[config.mk]
export PLATFORM = sky130hd
export DESIGN_NAME = flashRangeGuard
export DESIGN_NICKNAME = d
export VERILOG_FILES = /design/src/rtl/frg_pkg.sv /design/src/rtl/frg_datapath.sv /design/src/rtl/frg_ctrl.sv /design/src/rtl/flashRangeGuard.sv
export SDC_FILE = /design/constraint.sdc
export NUM_CORES = 1
export LEC_CHECK = 0
export BUFFER_PORTS_ARGS = -buffer_cell sky130_fd_sc_hd__clkbuf_2
export CAP_MARGIN = 25
export CORE_UTILIZATION = 55
export DETAILED_ROUTE_END_ITERATION = 7
export PLACE_DENSITY = 0.8
export SLEW_MARGIN = 15
export SYNTH_ARGS = -nofsm -noshare
export SYNTH_HDL_FRONTEND = slang
export SYNTH_SLANG_ARGS = --single-unit
[constraint.sdc]
create_clock -name clk -period 0.8 [get_ports clk]
set_input_delay 0.08 -clock clk [delete_from_list [all_inputs] [get_ports clk]]
set_output_delay 0.08 -clock clk [all_outputs]
set_load 0.01 [all_outputs]
[src/rtl/frg_pkg.sv]
package frg_pkg;

  typedef enum logic [1:0] {
    MODE_IND_WR = 2'd0,
    MODE_IND_RD = 2'd1,
    MODE_POLL   = 2'd2,
    MODE_MMAP   = 2'd3
  } frgMode_e;

  typedef struct packed {
    logic setErr;
    logic clrErr;
    logic startXfer;
    logic mmRespond;
    logic mmFault;
  } frgStrobes_t;

endpackage

[src/rtl/frg_datapath.sv]
module frg_datapath
  import frg_pkg::*;
#(
  parameter int ADDR_W = 32,
  parameter int LEN_W  = 32,
  parameter int CODE_W = 5
) (
  input  logic              clk,
  input  logic              rstN,
  input  logic [CODE_W-1:0] sizeCode,
  input  logic [ADDR_W-1:0] progAddr,
  input  logic [LEN_W-1:0]  dataLen,
  input  logic [ADDR_W-1:0] mmAddr,
  input  frgStrobes_t       strb,
  output logic              addrOver,
  output logic              lastOver,
  output logic              lenNonZero,
  output logic              mmAddrOver,
  output logic              errFlag,
  output logic              startPulse,
  output logic              mmReady,
  output logic              mmBusErr
);

  // Two spare bits: one so the size 2^ADDR_W fits, one so the sum cannot wrap.
  localparam int WIDE_W = ((ADDR_W > LEN_W) ? ADDR_W : LEN_W) + 2;

  logic [CODE_W:0]   shiftAmt;
  logic [WIDE_W-1:0] sizeBytes;
  logic [WIDE_W-1:0] lastByte;

  always_comb begin
    shiftAmt   = {1'b0, sizeCode} + {{CODE_W{1'b0}}, 1'b1};
    sizeBytes  = WIDE_W'(1) << shiftAmt;
    lenNonZero = |dataLen;
    lastByte   = WIDE_W'(progAddr) + WIDE_W'(dataLen) - WIDE_W'(1);
    addrOver   = WIDE_W'(progAddr) >= sizeBytes;
    lastOver   = lastByte >= sizeBytes;
    mmAddrOver = WIDE_W'(mmAddr) >= sizeBytes;
  end

  always_ff @(posedge clk or negedge rstN) begin
    if (!rstN) begin
      errFlag    <= 1'b0;
      startPulse <= 1'b0;
      mmReady    <= 1'b0;
      mmBusErr   <= 1'b0;
    end else begin
      if (strb.setErr)      errFlag <= 1'b1;
      else if (strb.clrErr) errFlag <= 1'b0;
      startPulse <= strb.startXfer;
      mmReady    <= strb.mmRespond;
      mmBusErr   <= strb.mmRespond & strb.mmFault;
    end
  end

  // the flag holds unless a clear arrives
  a_r5_flag_sticky: assert property (@(posedge clk) disable iff (!rstN)
    (errFlag && !strb.clrErr) |=> errFlag);

  // a flagged access never starts a transfer
  a_r4_no_start_on_error: assert property (@(posedge clk) disable iff (!rstN)
    strb.setErr |=> !startPulse);

  // one response per request cycle
  a_r8_response_follows: assert property (@(posedge clk) disable iff (!rstN)
    strb.mmRespond |=> mmReady);

  a_r8_no_spurious_response: assert property (@(posedge clk) disable iff (!rstN)
    !strb.mmRespond |=> !mmReady);

endmodule

[src/rtl/frg_ctrl.sv]
module frg_ctrl
  import frg_pkg::*;
(
  input  logic        clk,
  input  logic        rstN,
  input  logic [1:0]  opMode,
  input  logic        ctrlEnable,
  input  logic        trigger,
  input  logic        clearErr,
  input  logic        mmValid,
  input  logic        addrOver,
  input  logic        lastOver,
  input  logic        lenNonZero,
  input  logic        mmAddrOver,
  output frgStrobes_t strb
);

  frgMode_e mode;
  logic     isIndirect;
  logic     isPoll;
  logic     isMmap;
  logic     accepted;
  logic     badAccess;

  always_comb begin
    mode       = frgMode_e'(opMode);
    isIndirect = (mode == MODE_IND_WR) || (mode == MODE_IND_RD);
    isPoll     = (mode == MODE_POLL);
    isMmap     = (mode == MODE_MMAP);
    accepted   = trigger && ctrlEnable && (isIndirect || isPoll);
    badAccess  = addrOver || (isIndirect && lenNonZero && lastOver);

    strb.setErr    = accepted && badAccess;
    strb.startXfer = accepted && !badAccess;
    strb.clrErr    = clearErr;
    strb.mmRespond = mmValid;
    strb.mmFault   = !ctrlEnable || !isMmap || mmAddrOver;
  end

  // an access either starts or is flagged, never both
  a_r4_start_xor_error: assert property (@(posedge clk) disable iff (!rstN)
    !(strb.setErr && strb.startXfer));

  // a trigger while disabled produces neither strobe
  a_r7_disabled_ignored: assert property (@(posedge clk) disable iff (!rstN)
    !ctrlEnable |-> !(strb.setErr || strb.startXfer));

endmodule

[src/rtl/flashRangeGuard.sv]
module flashRangeGuard
  import frg_pkg::*;
#(
  parameter int ADDR_W = 32,
  parameter int LEN_W  = 32,
  parameter int CODE_W = 5
) (
  input  logic              clk,
  input  logic              rstN,
  input  logic [CODE_W-1:0] sizeCode,
  input  logic [1:0]        opMode,
  input  logic              ctrlEnable,
  input  logic              errIntEnable,
  input  logic [ADDR_W-1:0] progAddr,
  input  logic [LEN_W-1:0]  dataLen,
  input  logic              trigger,
  input  logic              clearErr,
  output logic              xferStart,
  output logic              xferErrFlag,
  output logic              xferErrIrq,
  input  logic              mmValid,
  input  logic [ADDR_W-1:0] mmAddr,
  output logic              mmReady,
  output logic              mmBusErr
);

  frgStrobes_t strb;
  logic addrOver, lastOver, lenNonZero, mmAddrOver;

  frg_ctrl u_ctrl (
    .clk        (clk),
    .rstN       (rstN),
    .opMode     (opMode),
    .ctrlEnable (ctrlEnable),
    .trigger    (trigger),
    .clearErr   (clearErr),
    .mmValid    (mmValid),
    .addrOver   (addrOver),
    .lastOver   (lastOver),
    .lenNonZero (lenNonZero),
    .mmAddrOver (mmAddrOver),
    .strb       (strb)
  );

  frg_datapath #(
    .ADDR_W (ADDR_W),
    .LEN_W  (LEN_W),
    .CODE_W (CODE_W)
  ) u_dp (
    .clk        (clk),
    .rstN       (rstN),
    .sizeCode   (sizeCode),
    .progAddr   (progAddr),
    .dataLen    (dataLen),
    .mmAddr     (mmAddr),
    .strb       (strb),
    .addrOver   (addrOver),
    .lastOver   (lastOver),
    .lenNonZero (lenNonZero),
    .mmAddrOver (mmAddrOver),
    .errFlag    (xferErrFlag),
    .startPulse (xferStart),
    .mmReady    (mmReady),
    .mmBusErr   (mmBusErr)
  );

  assign xferErrIrq = xferErrFlag & errIntEnable;

  // a bus error only ever rides on a response
  a_r8_err_with_ready: assert property (@(posedge clk) disable iff (!rstN)
    mmBusErr |-> mmReady);

  // a request while disabled is answered with a bus error
  a_r9_disabled_buserr: assert property (@(posedge clk) disable iff (!rstN)
    (mmValid && !ctrlEnable) |=> mmBusErr);

  // bus requests alone never raise the flag
  a_r11_mm_keeps_flag: assert property (@(posedge clk) disable iff (!rstN)
    (!xferErrFlag && !trigger) |=> !xferErrFlag);

endmodule

==> results.md, run 1 <==
- Status: did not finish
- Last stage: 5_1_grt
- Stop Error: [ERROR GRT-0116] Global routing finished with congestion. Check the congestion regions in the DRC Viewer.
- Async set or reset register ratio after synthesis: 100%
- Adder-Cell Fraction of Synth Area: 29.6%
- First-pass GRT wire length: about 63000 um
- Root Driver: clkbuf_8
- Mux share of post-synthesis cell area: 0.738%
- Post-Synth Simple-Gate Area: a little under 30%
- Die Y: between 100 and 150 um
- Initial Util: 57.0%
- Ports: 115
- Complex-gate fraction of the synthesized area: between 30% and 40%
- Synthesized area per cell: ~7.4 um2
- Register area share after synthesis: 1.79%
- Gpl congestion: 0.971
- Pin count of the biggest net entering global routing: 8
- Yosys reg bits: 4
- Dpl cell area: 8400 um2
- Total CTS buffers: 3
- CTS max path bufs: 2
- Remaining Overflow, GRT: 58
- Largest family of logic cells by synthesized area: compound AO/OA/AOI/OAI gates
- Post-Synth XOR/XNOR Area: 6.10%
- Synth cell types: 79
- All-Layer GR Usage: 81.2%
- Top_reg_cell synth: dfrtp_1
- Post-Synthesis Cells: between 700 and 800
- Netlist Area Pre-Place: 5600 um2
- Die width: 103 um
- Vias in the first global route: ~11000
- EDFF count, synth: 0
- Total of warnings raised by yosys: 0
- DP HPWL: about 21000 um
- Site Rows: 36
- CTS H-tree depth: 1
- CTS Sinks: 4
- PortBufs: 114
[what timing repair did]
| item | in CTS |
|---|---|
| hold buffers | 2 |
| pin swaps | 41 |
| hold endpoints to repair | 5 |
| buffers inserted | 26 |
| resized for setup | 52 |
| setup endpoints to repair | 6 |
[logic make-up after synthesis]
family,count (synthesis)
simple gates,314
compound gates,237
fa+ha+maj,132
xor+xnor,39
buf+inv,28
mux,4
flops,4
other cells,2
[routing by layer]
| metal | overflow | global-route usage (%) |
|---|---|---|
| met3 | 6 | 72.0 |
| met1 | 0 | 80.9 |
| met2 | 28 | 92.8 |
| met5 | 0 | 36.5 |
| met4 | 24 | 82.0 |
[synth_stat cells, types with 8 or more instances]
library cell  number  area [um2]
xnor2_1           22         193
nor4_1            12        75.1
a21o_1            53         398
xor2_1            17         149
or3_1              9        56.3
nand2_1           91         342
ha_1             131        1640
and2_1            12        75.1
a31oi_1            8        50.1
nand3_1           17        85.1
o21ai_1           10        50.1
a21oi_1           56         280
nor3_1            19        95.1
clkbuf_1          10        37.5
nor2_1            55         206
nand4_1           33         206
nor2b_1           11        68.8
o21a_1            10        75.1
a211oi_1           8        60.1
o211ai_1          17         128
o21ai_0           29         145
inv_1             15        56.3
nand2b_1          12        75.1
[metrics by stage]
stage               hold WS, ns  worst slack, ns  cells
global placement         -0.111            -3.55   1265
detailed placement       -0.108            -3.83   1265
CTS                       0.140            -3.36   1296
floorplan                -0.216            -3.23    762
==> inputs of run 2 (changes only) <==
--- a/config.mk
+++ b/config.mk
@@ -7,9 +7,9 @@
 export LEC_CHECK = 0
 export BUFFER_PORTS_ARGS = -buffer_cell sky130_fd_sc_hd__clkbuf_2
 export CAP_MARGIN = 25
-export CORE_UTILIZATION = 55
+export CORE_UTILIZATION = 40
 export DETAILED_ROUTE_END_ITERATION = 7
-export PLACE_DENSITY = 0.8
+export PLACE_DENSITY_LB_ADDON = 0.15
 export SLEW_MARGIN = 15
 export SYNTH_ARGS = -nofsm -noshare
 export SYNTH_HDL_FRONTEND = slang
==> results.md, run 2 <==
- Status: complete, but fails checks
- Violated checks: setup timing
- RR Endpoint: u_dp.errFlag
- CTS H-tree depth: 1 (unchanged)
- Critical-path cell list: buf_8, ha_4, inv_2, fa_2, nand2b_4, a211oi_4, o21a_1, o211ai_1, a222oi_1, and3b_2, buf_4, o211ai_4, nor3_2, xor2_1, ha_1, a21o_1, a21oi_1, nor2b_1, o21ai_1, nand2b_1, a21oi_2, o21ai_2, o311ai_1, o221ai_1
- Most frequent cell after synthesis: ha_1
- Register area share after synthesis: 1.79% (unchanged)
- Routed WL per cell: 15.5 um
- Worst slack at placement: -3.68 ns (+0.152 ns)
- Worst-path maximum fanout: 6
- Remaining Overflow, GRT: 0
- Via Count: ~7300
- Leakage: 4.35 nW
- Clock Latency Late Sink: between 0.2 and 0.25 ns
- Detail Route Antenna Nets: 0
- Pin count of the biggest net entering global routing: 10
- Most common cell after layout, fill and taps aside: buf_4
- DRT Pass-1 Iters: 4
- R2R depth: 3
- CTS Sinks: 4 (unchanged)
- CTS tree: yes
- R2R Path Start: u_dp.errFlag
- Setup violators final: 5
- Cell Pwr Density: 863 nW/um2
- CTS max path bufs: 2 (unchanged)
- Synth top area cells: ha_1, a21o_1, nand2_1
- Max-cap violations: 0
- Crit path kind: in -> reg
- Hold Path Class: in -> reg
- Worst path max stage delay: approximately 0.45 ns
- Post-layout util: between 60% and 70%
- All-Layer GR Usage: around 28%
- Full die area: about 14000 um2
- Synth cell count leaders: ha_1, nand2_1, a21oi_1, nor2_1, a21o_1
- Fraction of layout cells with a size suffix above 1: 42.4%
- Crit path arrival time: 4.34 ns
- Cells after DPL: 1318 (+4.2%)
- Fin Hold WS: ~0.13 ns
- Clock Pin Slew Worst Setup and Hold Paths: 0.03 ns
- Synth-to-Final Area Change: 62.1%
- Fin crit share: 534%
- Vias per inst: ~5.4
- Period minus WS final: 4.27 ns
- Worst path required time: roughly 0.87 ns
- Unrepaired setup endpoints after global routing: true
- Post-Synthesis Cells: 760 (unchanged)
- Synthesized area per cell: 7.36 um2 (unchanged)
- PortBufs: 114 (unchanged)
- Die width: 120 um (+17%)
- Nets: around 1400
- CP Depth: 24
- Total CTS buffers: 3 (unchanged)
- Vias in the first global route: 6984
- Peak VDD IR: 0.000498 V
- Ports: 115 (unchanged)
- Antenna cells: 0
- DP HPWL: 18200 um (-15%)
- Async set or reset register ratio after synthesis: 100% (unchanged)
- Total of warnings raised by yosys: 0 (unchanged)
- Initial Util: 41.6% (-15 points)
- Fin Setup TNS: -8.66 ns
- Crit end category: register
- Crit path to: u_dp.errFlag
- Die Y: 120 um (+17%)
- Initial antenna violation count: 0
- Final Max Tran Viols: 0
- Reg2Reg Setup Slack: 0 ns
- Top_reg_cell synth: dfrtp_1
- Site Rows: 42 (+17%)
- Root Driver: clkbuf_16
- Final setup skew: 0 ns
- First-pass GRT wire length: roughly 33000 um
- Delay-heaviest family, CP: compound AO/OA/AOI/OAI gates
- Drt drc: 0
- Cell taking the most area after synthesis: ha_1
- Setup ws final: -3.47 ns
- Max frequency: between 0.2 and 0.25 GHz
- Gpl congestion: 0.922 (-5.0%)
- Crit-path slowest cell: a222oi_1
- Commonest cells after routing, fill and taps aside: buf_4, ha_1, clkbuf_2, nand2_1, a21o_1
- Crit path from: dataLen[0]
- Synth cell types: 79 (unchanged)
- Netlist Area Pre-Place: 5600 um2 (unchanged)
- Core box area: 13500 um2
- EDFF count, synth: 0 (unchanged)
- Routed WL: roughly 21000 um
- Crit start category: input port
- Final hold violation count: 0
- Fin cells: ~1300
- Top cell type's share of synthesized area: 29.3% (unchanged)
- Buffers & Inverters on Critical Path: 3
- Yosys reg bits: 4 (unchanged)
- Initial DRC count: 404
==> run 2: cell counts after synthesis <==
No cell type changed its count.
==> run 2: worst register-to-register path, delay by kind of cell, from the launching register on <==
| kind | cells | cell delay [ns] |
|---|---|---|
| compound gates | 1 | 0.11 |
| buf+inv | 2 | 0.17 |
| flops | 1 | 0.38 |
==> run 2: cell type report <==
cell class | instances | area (um2)
fillers | 1177 | 4380
multi-input cells | 730 | 5720
flip-flops and latches | 4 | 100
well taps | 176 | 220
inverters | 15 | 56.3
repair buffers | 412 | 2900
clock buffers | 3 | 75.1
==> run 2: worst min-delay path by stage <==
stage | slack, ns | start | cells after the start | end
2_1_floorplan | -0.22 | rstN | 0 | u_dp.errFlag
3_3_place_gp | -0.11 | rstN | 1 | u_dp.mmReady
3_5_place_dp | -0.11 | rstN | 1 | u_dp.mmReady
4_1_cts | 0.13 | clearErr | 2 | u_dp.errFlag
5_1_grt | 0.16 | clearErr | 2 | u_dp.errFlag
6_report | 0.13 | clearErr | 2 | u_dp.errFlag
==> run 2: cell families (layout without fill, tap and decap cells) <==
logic type,count (synthesis),after routing,share of synthesized area [%]
buffers and inverters,28,430,1.94
DFF,4,4,1.79
other,2,4,0.134
adders and majority gates,132,132,29.6
AOI/OAI and AO/OA,237,237,30.1
and+or+nand+nor,314,314,29.5
xor gates and xnor gates,39,39,6.10
muxes,4,4,0.738
==> run 2: metrics by stage <==
step / power [mW] / instance area [um2]
final: 7.83 / 9070
after global routing: 8.53 / 9070
after detailed placement: 6.51 / 8540
after CTS: 7.51 / 8900
after floorplan: 3.63 / 5700
after global placement: 6.40 / 8540
==> run 2: where the power goes <==
group	switching, mW	leakage (nW)	internal, mW
clock	0.130	0.0370	0.638
sequential	0.00687	0.0500	0.218
combinational	3.32	4.26	3.52
==> run 2: layer usage <==
layer / GRT usage [%] / vias up / routed length (um)
met2: 48.3 / 166 / 9650
li1: - / 3738 / -
met1: 39.0 / 3366 / 10000
met5: 0 / - / 0
met3: 0.896 / 22 / 748
met4: 5.71 / 0 / 401
==> run 2: timing repair <==
| item | in CTS | in global routing |
|---|---|---|
| setup endpoints to repair | 5 | 6 |
| gates resized for setup | 32 | 37 |
| buffers inserted | 12 | 6 |
| pin swaps | 32 | 42 |
| endpoints found under the hold margin | 5 | 0 |
| hold buffers | 2 | 0 |
(Power assumes the default switching activity.)
==> inputs of run 3 (changes only) <==
--- a/config.mk
+++ b/config.mk
@@ -14,3 +14,4 @@
 export SYNTH_ARGS = -nofsm -noshare
 export SYNTH_HDL_FRONTEND = slang
 export SYNTH_SLANG_ARGS = --single-unit
+export TNS_END_PERCENT = 10
==> results.md, run 3 (synthesized netlist as in run 2, its figures left out) <==
- Worst-path maximum fanout: 3 (-3)
- DRT Pass-1 Iters: 5 (+1)
- Site Rows: 42 (unchanged)
- Initial DRC count: 364 (-9.9%)
- Crit path arrival time: 4.27 ns (-0.07 ns)
- Logic pwr share: 86.5% (-0.8 points)
- Crit start category: input port
- Clock Pin Slew Worst Setup and Hold Paths: 0.03 ns (about the same)
- First-pass GRT wire length: 32100 um (-2.5%)
- Vias per inst: 5.35 (-1.7%)
- Commonest cells after routing, fill and taps aside: buf_4, ha_1, clkbuf_2, nand2_1, nor2_1
- Routed WL per cell: 15.0 um (-3.5%)
- Violated checks: setup timing
- PortBufs: 114 (unchanged)
- Peak VDD IR: 0.000489 V (-1.8%)
- CTS Sinks: 4 (unchanged)
- Core box area: 13500 um2 (unchanged)
- Worst path required time: 0.88 ns (about the same)
- Fraction of layout cells with a size suffix above 1: 38.6% (-3.8 points)
- Detail Route Antenna Nets: 0 (unchanged)
- Via Count: 7090 (-2.8%)
- Ports: 115 (unchanged)
- Worst Tran Pin Value: 0.484 ns
- HP Start: clearErr
- Nets: 1393 (-1.1%)
- Hold Path Class: in -> reg
- Die width: 120 um (unchanged)
- Unrepaired setup endpoints after global routing: true
- Die Y: 120 um (unchanged)
- Antenna cells: 0 (unchanged)
- Total power draw: 7.40 mW (-5.5%)
- Initial Util: 41.6% (unchanged)
- Net switching power figure: 3.26 mW (-5.8%)
- Fin Setup TNS: -8.50 ns (+0.164 ns)
- Initial antenna violation count: 0 (unchanged)
- CTS H-tree depth: 1 (unchanged)
- CTS max path bufs: 2 (unchanged)
- Gpl congestion: 0.942 (+2.2%)
- CTS tree: yes
- Flop pwr share: 3.1% (+0.2 points)
- Switch share: 44.0% (-0.15 points)
- Most common cell after layout, fill and taps aside: buf_4
- All-Layer GR Usage: 27.3% (-0.82 points)
- Root Driver: clkbuf_16
- Status: complete, but fails checks
- Drt drc: 0 (unchanged)
- Pin count of the biggest net entering global routing: 9 (-1)
- Period minus WS final: 4.20 ns (-0.0763 ns)
- Power Internal: 4.14 mW (-5.2%)
- Vias in the first global route: 6779 (-2.9%)
- Setup violators final: 5 (unchanged)
- Cell Pwr Density: 851 nW/um2 (-1.5%)
- Leakage: 4.23 nW (-2.8%)
- Crit end category: register
- DP HPWL: 17800 um (-2.0%)
- Full die area: 14500 um2 (unchanged)
- Crit path kind: in -> reg
- Routed WL: 19900 um (-4.6%)
- Max-cap violations: 0 (unchanged)
- Final setup skew: 0 ns (unchanged)
- Crit path from: dataLen[0]
- Total CTS buffers: 3 (unchanged)
- Clock Latency Late Sink: 0.22 ns (about the same)
- Final hold violation count: 0 (unchanged)
- R2R Path Start: u_dp.errFlag
- Remaining Overflow, GRT: 0 (unchanged)
- Synth-to-Final Area Change: 55.5%
- Rel. slew slack: between 60% and 70%
- Final Max Tran Viols: 0 (unchanged)
- Clock power share: 10.4% (+0.6 points)
- Fin crit share: 524% (-9.5 points)
- Setup ws final: -3.40 ns (+0.0763 ns)
- Max frequency: 0.238 GHz (+1.8%)
==> run 3: path summary, 6_finish.rpt <==
kind	endpoint	slack [ns]	depth (start not counted)
min	u_dp.errFlag	0.11	2
min reg2reg	u_dp.errFlag	0.62	2
max reg2reg	u_dp.errFlag	0.10	2
min in group asynchronous	u_dp.mmReady	0.20	2
max in group asynchronous	u_dp.startPulse	0.48	2
max	u_dp.errFlag	-3.40	23
==> run 3: through the flow <==
stage          worst slack, ns  instances  hold WS (ns)  instance area (um2)  utilization, %
2_1_floorplan            -3.23        762        -0.216                 5650               -
3_3_place_gp             -3.50       1319        -0.111                 8490            63.1
3_5_place_dp             -3.66       1319        -0.110                 8490            63.1
4_1_cts                  -3.42       1325         0.111                 8640            64.2
5_1_grt                  -3.63       1325         0.116                 8700            64.7
6_report                 -3.40       1325         0.113                 8700            64.7
==> run 3: what timing repair did <==
item	in CTS	in global routing
pin swaps	18	21
setup endpoints to repair	5	5
setup buffers	1	0
hold buffers	2	0
resized for setup	7	15
endpoints found under the hold margin	5	0
==> run 3: layout make-up <==
class                      instances  area (um2)
tap                              176         220
fill                            1243        4750
inverter                          15        56.3
multi-input combinational        730        5530
clock buffer                       3        75.1
timing repair buffer             397        2720
sequential                         4         100
==> run 3: power groups by stage <==
stage | clock network [mW] | registers, mW | logic [mW]
global route | 0.793 | 0.228 | 7.09
finish | 0.770 | 0.226 | 6.41
CTS | 0.778 | 0.226 | 6.30
global placement | 0 | 0.228 | 6.12
floorplan | 0 | 0.235 | 3.37
detailed placement | 0 | 0.228 | 6.23
==> run 3: critical path, stage by stage <==
cell	delay [ns]
buf_8	0.08
ha_4	0.13
inv_2	0.04
fa_2	0.35
nand2b_4	0.18
a2111oi_4	0.38
buf_4	0.17
nor2_1	0.06
xor2_1	0.19
nand3_1	0.22
nor4b_1	0.46
buf_4	0.19
nand2_1	0.06
xnor2_1	0.16
ha_1	0.27
a21o_1	0.16
a21oi_1	0.16
or3_1	0.12
o2111ai_1	0.11
a21oi_1	0.18
nor3_2	0.09
o311ai_2	0.28
o221ai_1	0.15
==> run 3: layer usage <==
layer / routed length (um) / up-vias / track usage [%] / share of wire [%]
met5: 0 / - / 0 / 0
met4: 235 / 0 / 3.47 / 1.2
met3: 1030 / 24 / 2.88 / 5.2
met2: 8740 / 174 / 45.7 / 44
met1: 9850 / 3170 / 38.4 / 50
li1: - / 3722 / - / -
